==> src/rtl/pkt_stats_pkg.sv <==
package pkt_stats_pkg;

  localparam int unsigned WORD_W      = 64;
  localparam int unsigned CNT_W       = 32;
  localparam int unsigned TS_FLAG_BIT = 61;

  typedef logic [WORD_W-1:0] word_t;

  // header layout; the field order is what the decoder depends on
  typedef struct packed {
    logic [1:0]  kind;
    logic        has_ts;
    logic        end_burst;
    logic [11:0] seq;
    logic [15:0] len;
    logic [15:0] src;
    logic [15:0] dst;
  } hdr_t;

  typedef struct packed {
    logic [CNT_W-1:0] cnt;
    word_t            sum;
    word_t            chk;
    word_t            mn;
    word_t            mx;
  } stats_t;

  typedef enum logic [1:0] {PS_HDR, PS_TS, PS_PAY} parse_t;

  localparam word_t MIN_SEED = {1'b0, {(WORD_W-1){1'b1}}};

  function automatic stats_t stats_init();
    stats_t s;
    s.cnt = '0;
    s.sum = '0;
    s.chk = '0;
    s.mn  = MIN_SEED;
    s.mx  = '0;
    return s;
  endfunction

  function automatic word_t umin(word_t a, word_t b);
    return (b < a) ? b : a;
  endfunction

  function automatic word_t umax(word_t a, word_t b);
    return (b > a) ? b : a;
  endfunction

  function automatic stats_t stats_fold(stats_t s, word_t w);
    stats_t r;
    r.cnt = s.cnt + 1'b1;
    r.sum = s.sum + w;
    r.chk = s.chk ^ w;
    r.mn  = umin(s.mn, w);
    r.mx  = umax(s.mx, w);
    return r;
  endfunction

endpackage

==> src/rtl/pkt_beat_classifier.sv <==
module pkt_beat_classifier
  import pkt_stats_pkg::*;
(
  input  logic clk,
  input  logic rst_n,
  input  logic xfer,
  input  logic last,
  input  logic ts_flag,
  output logic hdr_fire,
  output logic ts_fire,
  output logic pay_fire,
  output logic pkt_end
);

  parse_t st_q;
  parse_t st_d;

  assign hdr_fire = xfer && (st_q == PS_HDR);
  assign ts_fire  = xfer && (st_q == PS_TS);
  assign pay_fire = xfer && (st_q == PS_PAY);
  assign pkt_end  = xfer && last;

  always_comb begin
    st_d = st_q;
    unique case (st_q)
      PS_HDR: if (xfer && !last) st_d = ts_flag ? PS_TS : PS_PAY;
      PS_TS:  if (xfer) st_d = last ? PS_HDR : PS_PAY;
      PS_PAY: if (xfer && last) st_d = PS_HDR;
      default: st_d = PS_HDR;
    endcase
  end

  always_ff @(posedge clk) begin
    if (!rst_n) st_q <= PS_HDR;
    else        st_q <= st_d;
  end

  AST_ONE_CLASS: assert property (@(posedge clk) disable iff (!rst_n)
    $onehot0({hdr_fire, ts_fire, pay_fire}));
  AST_IDLE_NO_FIRE: assert property (@(posedge clk) disable iff (!rst_n)
    !xfer |-> !(hdr_fire || ts_fire || pay_fire || pkt_end));
  AST_END_TO_HDR: assert property (@(posedge clk) disable iff (!rst_n)
    pkt_end |=> (st_q == PS_HDR));

endmodule

==> src/rtl/pkt_stats_accum.sv <==
module pkt_stats_accum
  import pkt_stats_pkg::*;
(
  input  logic   clk,
  input  logic   rst_n,
  input  logic   pay_fire,
  input  logic   pkt_end,
  input  word_t  word,
  output stats_t fin
);

  stats_t acc_q;
  stats_t folded;

  assign folded = stats_fold(acc_q, word);
  assign fin    = pay_fire ? folded : acc_q;

  always_ff @(posedge clk) begin
    if (!rst_n)       acc_q <= stats_init();
    else if (pkt_end) acc_q <= stats_init();
    else if (pay_fire) acc_q <= folded;
  end

  AST_CNT_STEP: assert property (@(posedge clk) disable iff (!rst_n)
    (pay_fire && !pkt_end) |=> (acc_q.cnt == $past(acc_q.cnt) + 1'b1));
  AST_ACC_HOLD: assert property (@(posedge clk) disable iff (!rst_n)
    (!pay_fire && !pkt_end) |=> $stable(acc_q));
  AST_CLEAR_AFTER_END: assert property (@(posedge clk) disable iff (!rst_n)
    pkt_end |=> (acc_q == stats_init()));
  AST_MIN_LE_MAX: assert property (@(posedge clk) disable iff (!rst_n)
    (acc_q.cnt != '0) |-> (acc_q.mn <= acc_q.mx));

endmodule

==> src/rtl/pkt_result_hold.sv <==
module pkt_result_hold
  import pkt_stats_pkg::*;
(
  input  logic   clk,
  input  logic   rst_n,
  input  logic   hdr_fire,
  input  logic   ts_fire,
  input  logic   pkt_end,
  input  word_t  word,
  input  stats_t fin,
  output logic   done,
  output stats_t out_stats,
  output hdr_t   out_hdr,
  output word_t  out_ts
);

  hdr_t  cur_hdr;
  word_t cur_ts;

  always_ff @(posedge clk) begin
    if (!rst_n) begin
      cur_hdr <= '0;
      cur_ts  <= '0;
    end else if (hdr_fire) begin
      cur_hdr <= hdr_t'(word);
      cur_ts  <= '0;
    end else if (ts_fire) begin
      cur_ts  <= word;
    end
  end

  always_ff @(posedge clk) begin
    if (!rst_n) begin
      done      <= 1'b0;
      out_stats <= stats_init();
      out_hdr   <= '0;
      out_ts    <= '0;
    end else begin
      done <= pkt_end;
      if (pkt_end) begin
        out_stats <= fin;
        out_hdr   <= hdr_fire ? hdr_t'(word) : cur_hdr;
        out_ts    <= hdr_fire ? '0 : (ts_fire ? word : cur_ts);
      end
    end
  end

  AST_OUT_STABLE: assert property (@(posedge clk) disable iff (!rst_n)
    !done |-> ($stable(out_stats) && $stable(out_hdr) && $stable(out_ts)));
  AST_HDR_ONLY_EMPTY: assert property (@(posedge clk) disable iff (!rst_n)
    (hdr_fire && pkt_end) |=> (out_stats.cnt == '0 && out_ts == '0));

endmodule

==> src/rtl/pkt_stats_monitor.sv <==
module pkt_stats_monitor
  import pkt_stats_pkg::*;
(
  input  logic               clk,
  input  logic               rst_n,
  input  logic               s_tvalid,
  input  logic               s_tready,
  input  logic [WORD_W-1:0]  s_tdata,
  input  logic               s_tlast,
  output logic               res_done,
  output logic [CNT_W-1:0]   res_beats,
  output logic [WORD_W-1:0]  res_sum,
  output logic [WORD_W-1:0]  res_xor,
  output logic [WORD_W-1:0]  res_min,
  output logic [WORD_W-1:0]  res_max,
  output logic [1:0]         res_kind,
  output logic               res_has_ts,
  output logic               res_end_burst,
  output logic [11:0]        res_seq,
  output logic [15:0]        res_len,
  output logic [15:0]        res_src,
  output logic [15:0]        res_dst,
  output logic [WORD_W-1:0]  res_timestamp
);

  logic   xfer;
  logic   hdr_fire, ts_fire, pay_fire, pkt_end;
  stats_t fin;
  stats_t out_stats;
  hdr_t   out_hdr;

  assign xfer = s_tvalid && s_tready;

  pkt_beat_classifier u_cls (
    .clk      (clk),
    .rst_n    (rst_n),
    .xfer     (xfer),
    .last     (s_tlast),
    .ts_flag  (s_tdata[TS_FLAG_BIT]),
    .hdr_fire (hdr_fire),
    .ts_fire  (ts_fire),
    .pay_fire (pay_fire),
    .pkt_end  (pkt_end)
  );

  pkt_stats_accum u_acc (
    .clk      (clk),
    .rst_n    (rst_n),
    .pay_fire (pay_fire),
    .pkt_end  (pkt_end),
    .word     (s_tdata),
    .fin      (fin)
  );

  pkt_result_hold u_hold (
    .clk       (clk),
    .rst_n     (rst_n),
    .hdr_fire  (hdr_fire),
    .ts_fire   (ts_fire),
    .pkt_end   (pkt_end),
    .word      (s_tdata),
    .fin       (fin),
    .done      (res_done),
    .out_stats (out_stats),
    .out_hdr   (out_hdr),
    .out_ts    (res_timestamp)
  );

  assign res_beats     = out_stats.cnt;
  assign res_sum       = out_stats.sum;
  assign res_xor       = out_stats.chk;
  assign res_min       = out_stats.mn;
  assign res_max       = out_stats.mx;
  assign res_kind      = out_hdr.kind;
  assign res_has_ts    = out_hdr.has_ts;
  assign res_end_burst = out_hdr.end_burst;
  assign res_seq       = out_hdr.seq;
  assign res_len       = out_hdr.len;
  assign res_src       = out_hdr.src;
  assign res_dst       = out_hdr.dst;

  AST_DONE_AFTER_LAST: assert property (@(posedge clk) disable iff (!rst_n)
    (s_tvalid && s_tready && s_tlast) |=> res_done);
  AST_NO_STRAY_DONE: assert property (@(posedge clk) disable iff (!rst_n)
    !(s_tvalid && s_tready && s_tlast) |=> !res_done);

endmodule

==> config.mk <==
export PLATFORM = sky130hd
export DESIGN_NAME = pkt_stats_monitor
export DESIGN_NICKNAME = d
export VERILOG_FILES = /design/src/rtl/pkt_stats_pkg.sv /design/src/rtl/pkt_beat_classifier.sv /design/src/rtl/pkt_stats_accum.sv /design/src/rtl/pkt_result_hold.sv /design/src/rtl/pkt_stats_monitor.sv
export SDC_FILE = /design/constraint.sdc
export NUM_CORES = 2
export LEC_CHECK = 0
export ABC_AREA = 1
export BUFFER_PORTS_ARGS = -buffer_cell sky130_fd_sc_hd__buf_2
export CAP_MARGIN = 10
export CORE_ASPECT_RATIO = 0.7
export CORE_MARGIN = 10
export CORE_UTILIZATION = 57
export CTS_CLUSTER_SIZE = 28
export DETAILED_ROUTE_END_ITERATION = 7
export GPL_TIMING_DRIVEN = 0
export PLACE_DENSITY = 0.8
export SLEW_MARGIN = 20
export SYNTH_ARGS = -nofsm -noshare
export SYNTH_HDL_FRONTEND = slang
export SYNTH_SLANG_ARGS = --single-unit
==> constraint.sdc <==
create_clock -name clk -period 6.2 [get_ports clk]
set_clock_uncertainty 0.05 [all_clocks]
set_input_delay 0.93 -clock clk [delete_from_list [all_inputs] [get_ports clk]]
set_output_delay 0.93 -clock clk [all_outputs]
set_load 0.03 [all_outputs]
==> run_results.csv <==
group,metric,value,unit
synthesis,synth_cell_types,43,
worst_hold_path,min_delay_worst_endpoint,"u_hold.out_stats[246]",
synthesis,synth_warnings,0,
clocking,cts.repair.resized,0,
sta,drv_slew,0,
power_and_ir_drop,power_density,262,nW/um^2
grt,grt_max_degree,17,
routing,drc,0,
grt,grt_pass1_vias,33700,
final_layout,post-route-cell-area,43400,um^2
floorplan,die-height,234,um
worst_setup_path,critPathKind,"primary input to flop",
floorplan,die_x,325,um
outcome,status,"finished, final reports clean",
clocking,cts_root_buffer,"clkbuf_16",
grt,grt_usage,34.3,%
routing,drtIter0Drc,4502,
worst_setup_path,rr_startpoint,"u_cls.st_q[1]",
final_layout,final_cell_mix,"1246 x nand2_1, 835 x dfxtp_1, 607 x nor2_1",
worst_setup_path,worstPathArrival,4820,ps
routing,wire_per_inst,20.7,um
synthesis,synth_ff_type,"dfxtp_1",
synthesis,yosys_register_bits,835,
worst_setup_path,rr_worst_depth,8,
clocking,numCtsBuffers,78,
synthesis,netlist_instances,5100,
placement,dp_worst_setup_slack,1420,ps
routing,dr.pass1.iters,6,
synthesis,syn-num-nets,5361,
sta,worst_slew_pin_slew,1230,ps
final_layout,layout.nets,5926,
placement,post_dp_cell_area,40700,um^2
clocking,ctsHoldBuffers,0,
worst_setup_path,crit_required,6690,ps
routing,vias,36700,
placement,place_hpwl,107000,um
worst_setup_path,worstSetupStartpointType,"primary input",
clocking,clkLatencyLatePin,660,ps
floorplan,ios,486,
synthesis,synthArstFlopShare,0,%
placement,place_congestion,1.02,
synthesis,synth_edf_count,0,
sta,layout_min_cycle_time,4320,ps
final_layout,drive_gt1_share,12.3,%
sta,rsz0062_at_grt,"no",
grt,grt_antenna_before_repair,3,
final_layout,synthToLayoutAreaGrowth,16.7,%
routing,via_per_inst,5.55,
worst_setup_path,r2r-end,"u_hold.out_stats[241]",
floorplan,start_util,57.5,%
grt,grt_pass1_wl,202000,um
worst_setup_path,r2r_setup_slack,1970,ps
floorplan,core_area,64700,um^2
worst_setup_path,crit_path_max_fanout,10,
synthesis,syn_area,37200,um^2
worst_hold_path,min_delay_path_depth,2,
sta,setup_slack,1880,ps
final_layout,final_cells,6608,
worst_hold_path,hp-class,"flop to flop",
sta,whs,397,ps
routing,ant_nets,0,
clocking,cts_tree,"built",
sta,relSlewSlack,17.7,%
power_and_ir_drop,vdd_drop_max,0.217,mV
clocking,cts_setup_buffers,0,
worst_hold_path,hp-start,"u_hold.out_stats[246]",
grt,grt.overflow.total,0,
clocking,cts_buffer_depth,3,
run,max_cap_viol_count,0,
sta,fmax,231,MHz
power_and_ir_drop,leakage,20.1,nW
placement,io_buffer_count,485,
synthesis,ys_seq_area_share,44.9,%
sta,setup-violations-final,0,
worst_setup_path,endpoint_kind,"flop",
synthesis,syn_avg_cell_area,7.30,um^2
sta,hold_viol_final,0,
sta,fin_crit_sh,69.7,%
final_layout,final_common_cell,"nand2_1",
sta,setup-tns-final,0,ps
placement,dp.cells,6465,
floorplan,dieArea,76100,um^2
clocking,path_clk_slew,60,ps
floorplan,rows,78,
clocking,clock_sinks,835,
routing,wl,137000,um
clocking,htree_levels,3,
worst max path at each step:
stage,start,endpoint,slack (ps),depth (start not counted)
after floorplan,s_tdata[31],u_hold.out_stats[53],3240,13
after global placement,s_tvalid,u_hold.out_stats[241],1470,9
after detailed placement,s_tvalid,u_hold.out_stats[241],1420,9
after CTS,s_tvalid,u_hold.out_stats[241],2130,9
after global routing,s_tready,u_hold.out_stats[241],1900,9
final,s_tvalid,u_hold.out_stats[241],1880,9
metal layers:
| layer | vias to the layer above | wire, um | track usage (%) |
|---|---|---|---|
| li1 | 17500 | - | - |
| met1 | 17100 | 57200 | 46.7 |
| met2 | 1801 | 58800 | 52.9 |
| met3 | 265 | 16300 | 8.88 |
| met4 | 2 | 4620 | 11.4 |
| met5 | - | 9 | 0 |
kinds of logic after synthesis:
kind of cell	synth area share, %
flip-flops	44.9
AND/OR/NAND/NOR	27.3
adder cells (fa/ha/maj)	6.48
XOR/XNOR	2.80
buffers and inverters	7.67
AO/OA/AOI/OAI	10.7
multiplexers	0.0807
through the flow:
stage | power, mW | util (%)
final | 11.4 | 67.1
after detailed placement | 6.36 | 63.0
after CTS | 11.4 | 67.1
after floorplan | 6.02 | -
after global placement | 6.35 | 63.0
after global routing | 11.7 | 67.1
worst max-delay path, cell delays in order:
cell and delay, ps:
buf_2 70, nand2_1 200, nor3_4 850, clkbuf_1 610
clkbuf_1 770, clkbuf_1 640, nand3_1 440, nand3_1 220
nand2_1 70
cells in the mapped netlist (all sizes together), types with 72 or more instances:
| master | instances | area share [%] |
|---|---|---|
| nand2 | 1247 | 13 |
| dfxtp | 835 | 45 |
| nor2 | 611 | 6.2 |
| inv | 526 | 5.3 |
| nand3 | 447 | 6.0 |
| o21ai | 386 | 5.2 |
| a21oi | 229 | 3.1 |
| clkbuf | 227 | 2.3 |
| ha | 191 | 6.4 |
| xnor2 | 95 | 2.2 |
| or2 | 77 | 1.3 |
| o211ai | 72 | 1.5 |
power by group:
part / total (mW) / switching [mW] / internal, mW
registers: 5.44 / 0.0255 / 5.42
clock network: 5.11 / 2.23 / 2.89
logic: 0.835 / 0.641 / 0.194
sequential cells by signal, indices dropped and copies added, names as in the netlist:
name and flops:
u_acc.acc_q 288, u_cls.st_q 2, u_hold.cur_hdr 64, u_hold.cur_ts 64, u_hold.done 1, u_hold.out_hdr 64
u_hold.out_stats 288, u_hold.out_ts 64
area by class of cell:
class                   instances  area (um^2)
diodes                          1         2.50
plain buffers                 233          878
clock buffers                 107         2190
clock inverters                35          487
fillers                      5712        21300
inverters                     527         1980
multi-input cells            3505        17600
flip-flops and latches        835        16700
well taps                     880         1100
repair buffers                485         2430
Note: power is estimated with default switching activity, not from simulation.
